`src/rtl/sport_pkg.sv`:
```
package sport_pkg;
  // Strobes issued by the control unit to the datapath
  typedef struct packed {
    logic capture;   // latch incoming result into the pending register
    logic load;      // move pending word into the port register
    logic startRd;   // begin a host read at the top bit
    logic advance;   // step to the next lower bit
  } sportStrobe_t;
endpackage

```
`src/rtl/sport_sync.sv`:
```
module sport_sync #(
  parameter int N = 2,
  parameter int STAGES = 2,
  parameter logic [N-1:0] RESET_VAL = '0
) (
  input  logic         clk,
  input  logic         rstN,
  input  logic [N-1:0] asyncIn,
  output logic [N-1:0] syncOut,
  output logic [N-1:0] riseEv,
  output logic [N-1:0] fallEv
);
  logic [N-1:0] stg [STAGES];
  logic [N-1:0] prevQ;

  always_ff @(posedge clk or negedge rstN) begin
    if (!rstN) begin
      for (int i = 0; i < STAGES; i++) stg[i] <= RESET_VAL;
      prevQ <= RESET_VAL;
    end else begin
      stg[0] <= asyncIn;
      for (int i = 1; i < STAGES; i++) stg[i] <= stg[i-1];
      prevQ <= stg[STAGES-1];
    end
  end

  assign syncOut = stg[STAGES-1];
  assign riseEv  = syncOut & ~prevQ;
  assign fallEv  = ~syncOut & prevQ;
endmodule

```
`src/rtl/sport_ctrl.sv`:
```
module sport_ctrl
  import sport_pkg::*;
#(
  parameter int WINDOW = 2
) (
  input  logic         clk,
  input  logic         rstN,
  input  logic         updateReq,
  input  logic         csSync,
  input  logic         csFallEv,
  input  logic         csRiseEv,
  input  logic         sclkRiseEv,
  input  logic         sclkFallEv,
  input  logic         lastBit,
  output sportStrobe_t strb,
  output logic         active,
  output logic         winBusy,
  output logic         readyN
);
  localparam int CW = $clog2(WINDOW + 1);
  localparam logic [CW-1:0] WIN_LOAD = CW'(WINDOW);

  logic [CW-1:0] winCnt;
  logic          full;
  logic          armed;
  logic          finishing;
  logic          decide;
  logic          finishRd;
  logic          stopEarly;
  logic          bitFall;

  always_comb begin
    winBusy      = (winCnt != '0);
    decide       = (winCnt == CW'(1));
    bitFall      = active && armed && !finishing && sclkFallEv;
    strb.capture = updateReq && !winBusy;
    strb.load    = decide && (!full || csSync);
    strb.startRd = csFallEv && full && !winBusy && !active && !strb.load;
    strb.advance = bitFall && !lastBit;
    finishRd     = bitFall && lastBit;
    stopEarly    = active && ((csRiseEv && !armed) || (finishing && sclkFallEv));
  end

  always_ff @(posedge clk or negedge rstN) begin
    if (!rstN) begin
      winCnt    <= '0;
      full      <= 1'b0;
      active    <= 1'b0;
      armed     <= 1'b0;
      finishing <= 1'b0;
    end else begin
      if (strb.capture)  winCnt <= WIN_LOAD;
      else if (winBusy)  winCnt <= winCnt - 1'b1;

      if (strb.load)     full <= 1'b1;
      else if (finishRd) full <= 1'b0;

      if (strb.load)                  active <= 1'b0;
      else if (strb.startRd)          active <= 1'b1;
      else if (finishRd || stopEarly) active <= 1'b0;

      if (strb.load || strb.startRd)   armed <= 1'b0;
      else if (active && sclkRiseEv)   armed <= 1'b1;

      if (strb.load || strb.startRd || finishRd || stopEarly) finishing <= 1'b0;
      else if (active && armed && csRiseEv)                    finishing <= 1'b1;
    end
  end

  assign readyN = winBusy || !full;
endmodule

```
`src/rtl/sport_datapath.sv`:
```
module sport_datapath
  import sport_pkg::*;
#(
  parameter int WIDTH = 16
) (
  input  logic             clk,
  input  logic             rstN,
  input  sportStrobe_t     strb,
  input  logic             active,
  input  logic [WIDTH-1:0] resultIn,
  output logic             lastBit,
  output logic             sdataBit
);
  localparam int IW = $clog2(WIDTH);
  localparam logic [IW-1:0] TOP_IDX = IW'(WIDTH - 1);

  logic [WIDTH-1:0] pendWord;
  logic [WIDTH-1:0] portWord;
  logic [IW-1:0]    bitIdx;

  always_ff @(posedge clk or negedge rstN) begin
    if (!rstN) begin
      pendWord <= '0;
      portWord <= '0;
      bitIdx   <= TOP_IDX;
    end else begin
      if (strb.capture) pendWord <= resultIn;
      if (strb.load)    portWord <= pendWord;
      if (strb.load || strb.startRd) bitIdx <= TOP_IDX;
      else if (strb.advance)         bitIdx <= bitIdx - 1'b1;
    end
  end

  assign lastBit  = (bitIdx == '0);
  assign sdataBit = active && portWord[bitIdx];
endmodule

```
`src/rtl/serial_result_port.sv`:
```
module serial_result_port
  import sport_pkg::*;
#(
  parameter int WIDTH = 16,
  parameter int WINDOW = 2,
  parameter int SYNC_STAGES = 2
) (
  input  logic             clk,
  input  logic             rstN,
  input  logic [WIDTH-1:0] resultIn,
  input  logic             updateReq,
  input  logic             csN,
  input  logic             sclk,
  output logic             sdataOe,
  output logic             sdataBit,
  output logic             readyN
);
  sportStrobe_t strb;
  logic [1:0]   pinSync;
  logic [1:0]   pinRise;
  logic [1:0]   pinFall;
  logic         ctrlActive;
  logic         winBusy;
  logic         lastBit;
  logic         sclkFallEv;

  // bit 1: select line (idles high), bit 0: serial clock (idles low)
  sport_sync #(.N(2), .STAGES(SYNC_STAGES), .RESET_VAL(2'b10)) u_sync (
    .clk(clk), .rstN(rstN), .asyncIn({csN, sclk}),
    .syncOut(pinSync), .riseEv(pinRise), .fallEv(pinFall)
  );

  assign sclkFallEv = pinFall[0];

  sport_ctrl #(.WINDOW(WINDOW)) u_ctrl (
    .clk(clk), .rstN(rstN), .updateReq(updateReq),
    .csSync(pinSync[1]), .csFallEv(pinFall[1]), .csRiseEv(pinRise[1]),
    .sclkRiseEv(pinRise[0]), .sclkFallEv(sclkFallEv), .lastBit(lastBit),
    .strb(strb), .active(ctrlActive), .winBusy(winBusy), .readyN(readyN)
  );

  sport_datapath #(.WIDTH(WIDTH)) u_dp (
    .clk(clk), .rstN(rstN), .strb(strb), .active(ctrlActive),
    .resultIn(resultIn), .lastBit(lastBit), .sdataBit(sdataBit)
  );

  assign sdataOe = ctrlActive;
endmodule

```
`config.mk`:
```
export PLATFORM = sky130hd
export DESIGN_NAME = serial_result_port
export DESIGN_NICKNAME = d
export VERILOG_FILES = /design/src/rtl/sport_pkg.sv /design/src/rtl/sport_sync.sv /design/src/rtl/sport_ctrl.sv /design/src/rtl/sport_datapath.sv /design/src/rtl/serial_result_port.sv
export SDC_FILE = /design/constraint.sdc
export NUM_CORES = 1
export LEC_CHECK = 0
export BUFFER_PORTS_ARGS = -buffer_cell sky130_fd_sc_hd__buf_2
export CAP_MARGIN = 0
export CELL_PAD_IN_SITES_DETAIL_PLACEMENT = 0
export CELL_PAD_IN_SITES_GLOBAL_PLACEMENT = 1
export CORE_ASPECT_RATIO = 1.75
export CORE_MARGIN = 2
export CORE_UTILIZATION = 47
export DETAILED_ROUTE_END_ITERATION = 7
export MAX_ROUTING_LAYER = met4
export PLACE_DENSITY = 0.86
export SLEW_MARGIN = 20
export SYNTH_ARGS = -nofsm -noshare
export SYNTH_HDL_FRONTEND = slang
export SYNTH_HIERARCHICAL = 1
export SYNTH_SLANG_ARGS = --single-unit
```
`constraint.sdc`:
```
create_clock -name clk -period 2.09 [get_ports clk]
set_input_delay 0.3135 -clock clk [delete_from_list [all_inputs] [get_ports clk]]
set_output_delay 0.3135 -clock clk [all_outputs]
set_load 0.02 [all_outputs]
```
==> results.toml <==
[status]
outcome = "finished, violations left"
violations = "setup timing"

[floorplan]
core_mm2 = 0.004364
die_area_mm2 = 0.005050
start_util_pct = 48.22
boundaryPins = 24
dieWidth_um = 54.59
die_y_um = 92.52
rows = 32

[routing]
vias = 1266
drtIter0Drc = 13
drt_pass1_iterations = 4
wl_um = 3635
antenna_left = 0
wire_per_inst_um = 15.47
drc = 0
viasPerCell = 5.387

[critical_path]
crit_buf_inv = 1
crit_chain = "mux4_2, o211ai_2, o32ai_1, buf_2"
cpPeakStageDelay_ns = 0.60
worstSetupStartpoint = "u_dp/bitIdx[0]"
crit_type = "reg -> out"
r2r_start = "u_dp/bitIdx[0]"
worst-r2r-setup-slack_ns = 0.16
r2r_cells = 7
crit_family = "flip-flops"
crit_path_start_kind = "flop"
critPathCaptureType = "primary output"
cpMaxStageDelayCell = "dfstp_2"
cp_max_fo = 5
endpoint = "sdataBit"
required_ns = 1.78
path_depth = 4
cp.arrival_ns = 1.86
reg2reg_to = "u_ctrl/finishing"

[placement]
hpwl_um = 2641
dp_cells = 225
place_ws_ns = 0.1489
place.gp.congestion = 0.7857
io_buffers = 23

[final_layout]
final_util_pct = 55.85
drive_gt1_share_pct = 48.37
seq_area_mm2 = 0.001210
final_nets = 207
layout_commonest_cell = "dfrtp_1"
diodes = 0
area_growth_pct = 15.81
finalNonFillerCells = 235
multiInputGateArea_um2 = 825.8
fillers = 381
final_cell_mix = "41 x dfrtp_1, 32 x mux2_2, 23 x buf_2"

[clock_network]
cts.sinks = 48
path_clk_slew_ns = 0.08
clock_path_buffers = 2
cts_buffers = 5
clkLatencyLatePin_ns = 0.29
cts_hold_buf = 0
cts_root_buf = "clkbuf_8"
tritoncts = "built"
htree_levels = 2

[logic_synthesis]
syn-num-nets = 177
ys_warn_count = 6
netlist_area_mm2 = 0.002105
avgSynthCellArea_um2 = 13.76
syn-instance-count = 153

[global_routing]
antenna_found_initial = 0
grt.total_usage_pct = 17.86
grt_max_degree = 26
grt_pass1_wl_um = 6375
grt_overflow = 0
grt_pass1_vias = 1389

[power]
p_leak_nw = 1.130
ir_drop_v = 0.0007834
powerDensity_mw_per_mm2 = 1332

[sta]
fin_worst_skew_ns = 0.007202
rsz0062_at_grt = "yes"
finalHoldViolCount = 0
fin_crit_ns = 2.173
slew_violations = 0
slew_headroom_pct = 62.48
fin_ws_ns = -0.08340
setup_viol = 1
timing.fmax_mhz = 460.1
fin_setup_tns_ns = -0.08340
tightest_slew_ns = 0.5628
period_share_pct = 104.0

[flow_run]
drv_cap = 0

[hold_path]
min_path_type = "in -> async"
==> per-layer routing <==
layer	share of wire (%)	global-route usage [%]	wire length, µm
met5	0	-	0
met4	1.8	6.875	64
met3	3.1	3.871	111
met2	56	30.06	2040
met1	39	19.65	1418
==> layout make-up <==
cell class / count / share of cell area (%)
clock buffer: 6 / 2.977
clock inverter: 2 / 2.464
inverter: 8 / 1.232
multi-input combinational: 89 / 33.88
sequential: 48 / 49.64
tap: 51 / 2.618
timing repair buffer: 31 / 7.187
==> per-stage QoR <==
stage,total power [mW],hold WS [ns],area [µm²]
after floorplan,2.230,0.01791,2105
after global placement,2.414,0.3141,2273
after detailed placement,2.495,0.3321,2273
after CTS,3.278,0.007337,2421
after global routing,3.473,0.01456,2437
final,3.245,0.0005873,2437
==> worst min-delay path by stage <==
stage | start | endpoint | depth (start not counted)
2_1_floorplan | rstN | u_ctrl/active | 0
3_3_place_gp | rstN | u_ctrl/winCnt[0] | 1
3_5_place_dp | rstN | u_dp/pendWord[2] | 1
4_1_cts | rstN | u_dp/pendWord[4] | 1
5_1_grt | rstN | u_dp/pendWord[4] | 1
6_report | rstN | u_dp/pendWord[15] | 1
==> power breakdown <==
part / internal [mW] / switching (mW) / leakage, nW
Combinational: 0.555 / 0.377 / 0.502
Sequential: 1.31 / 0.240 / 0.563
Clock: 0.478 / 0.286 / 0.0654
Total: 2.34 / 0.903 / 1.13
==> state kept, by name (all words and copies together), names as in the netlist <==
signal            flops
u_sync/prevQ          2
u_sync/stg            2
u_ctrl/winCnt         2
u_ctrl/armed          1
u_ctrl/finishing      1
u_dp/portWord        16
u_ctrl/active         1
u_sync/syncOut        2
u_dp/bitIdx           4
u_dp/pendWord        16
u_ctrl/full           1
==> repair_timing <==
item,in CTS,in global routing
endpoints found under the setup margin,1,2
gates resized for setup,0,3
buffers inserted,2,0
pin swaps,1,0
Power figures use the tool's default switching activity.
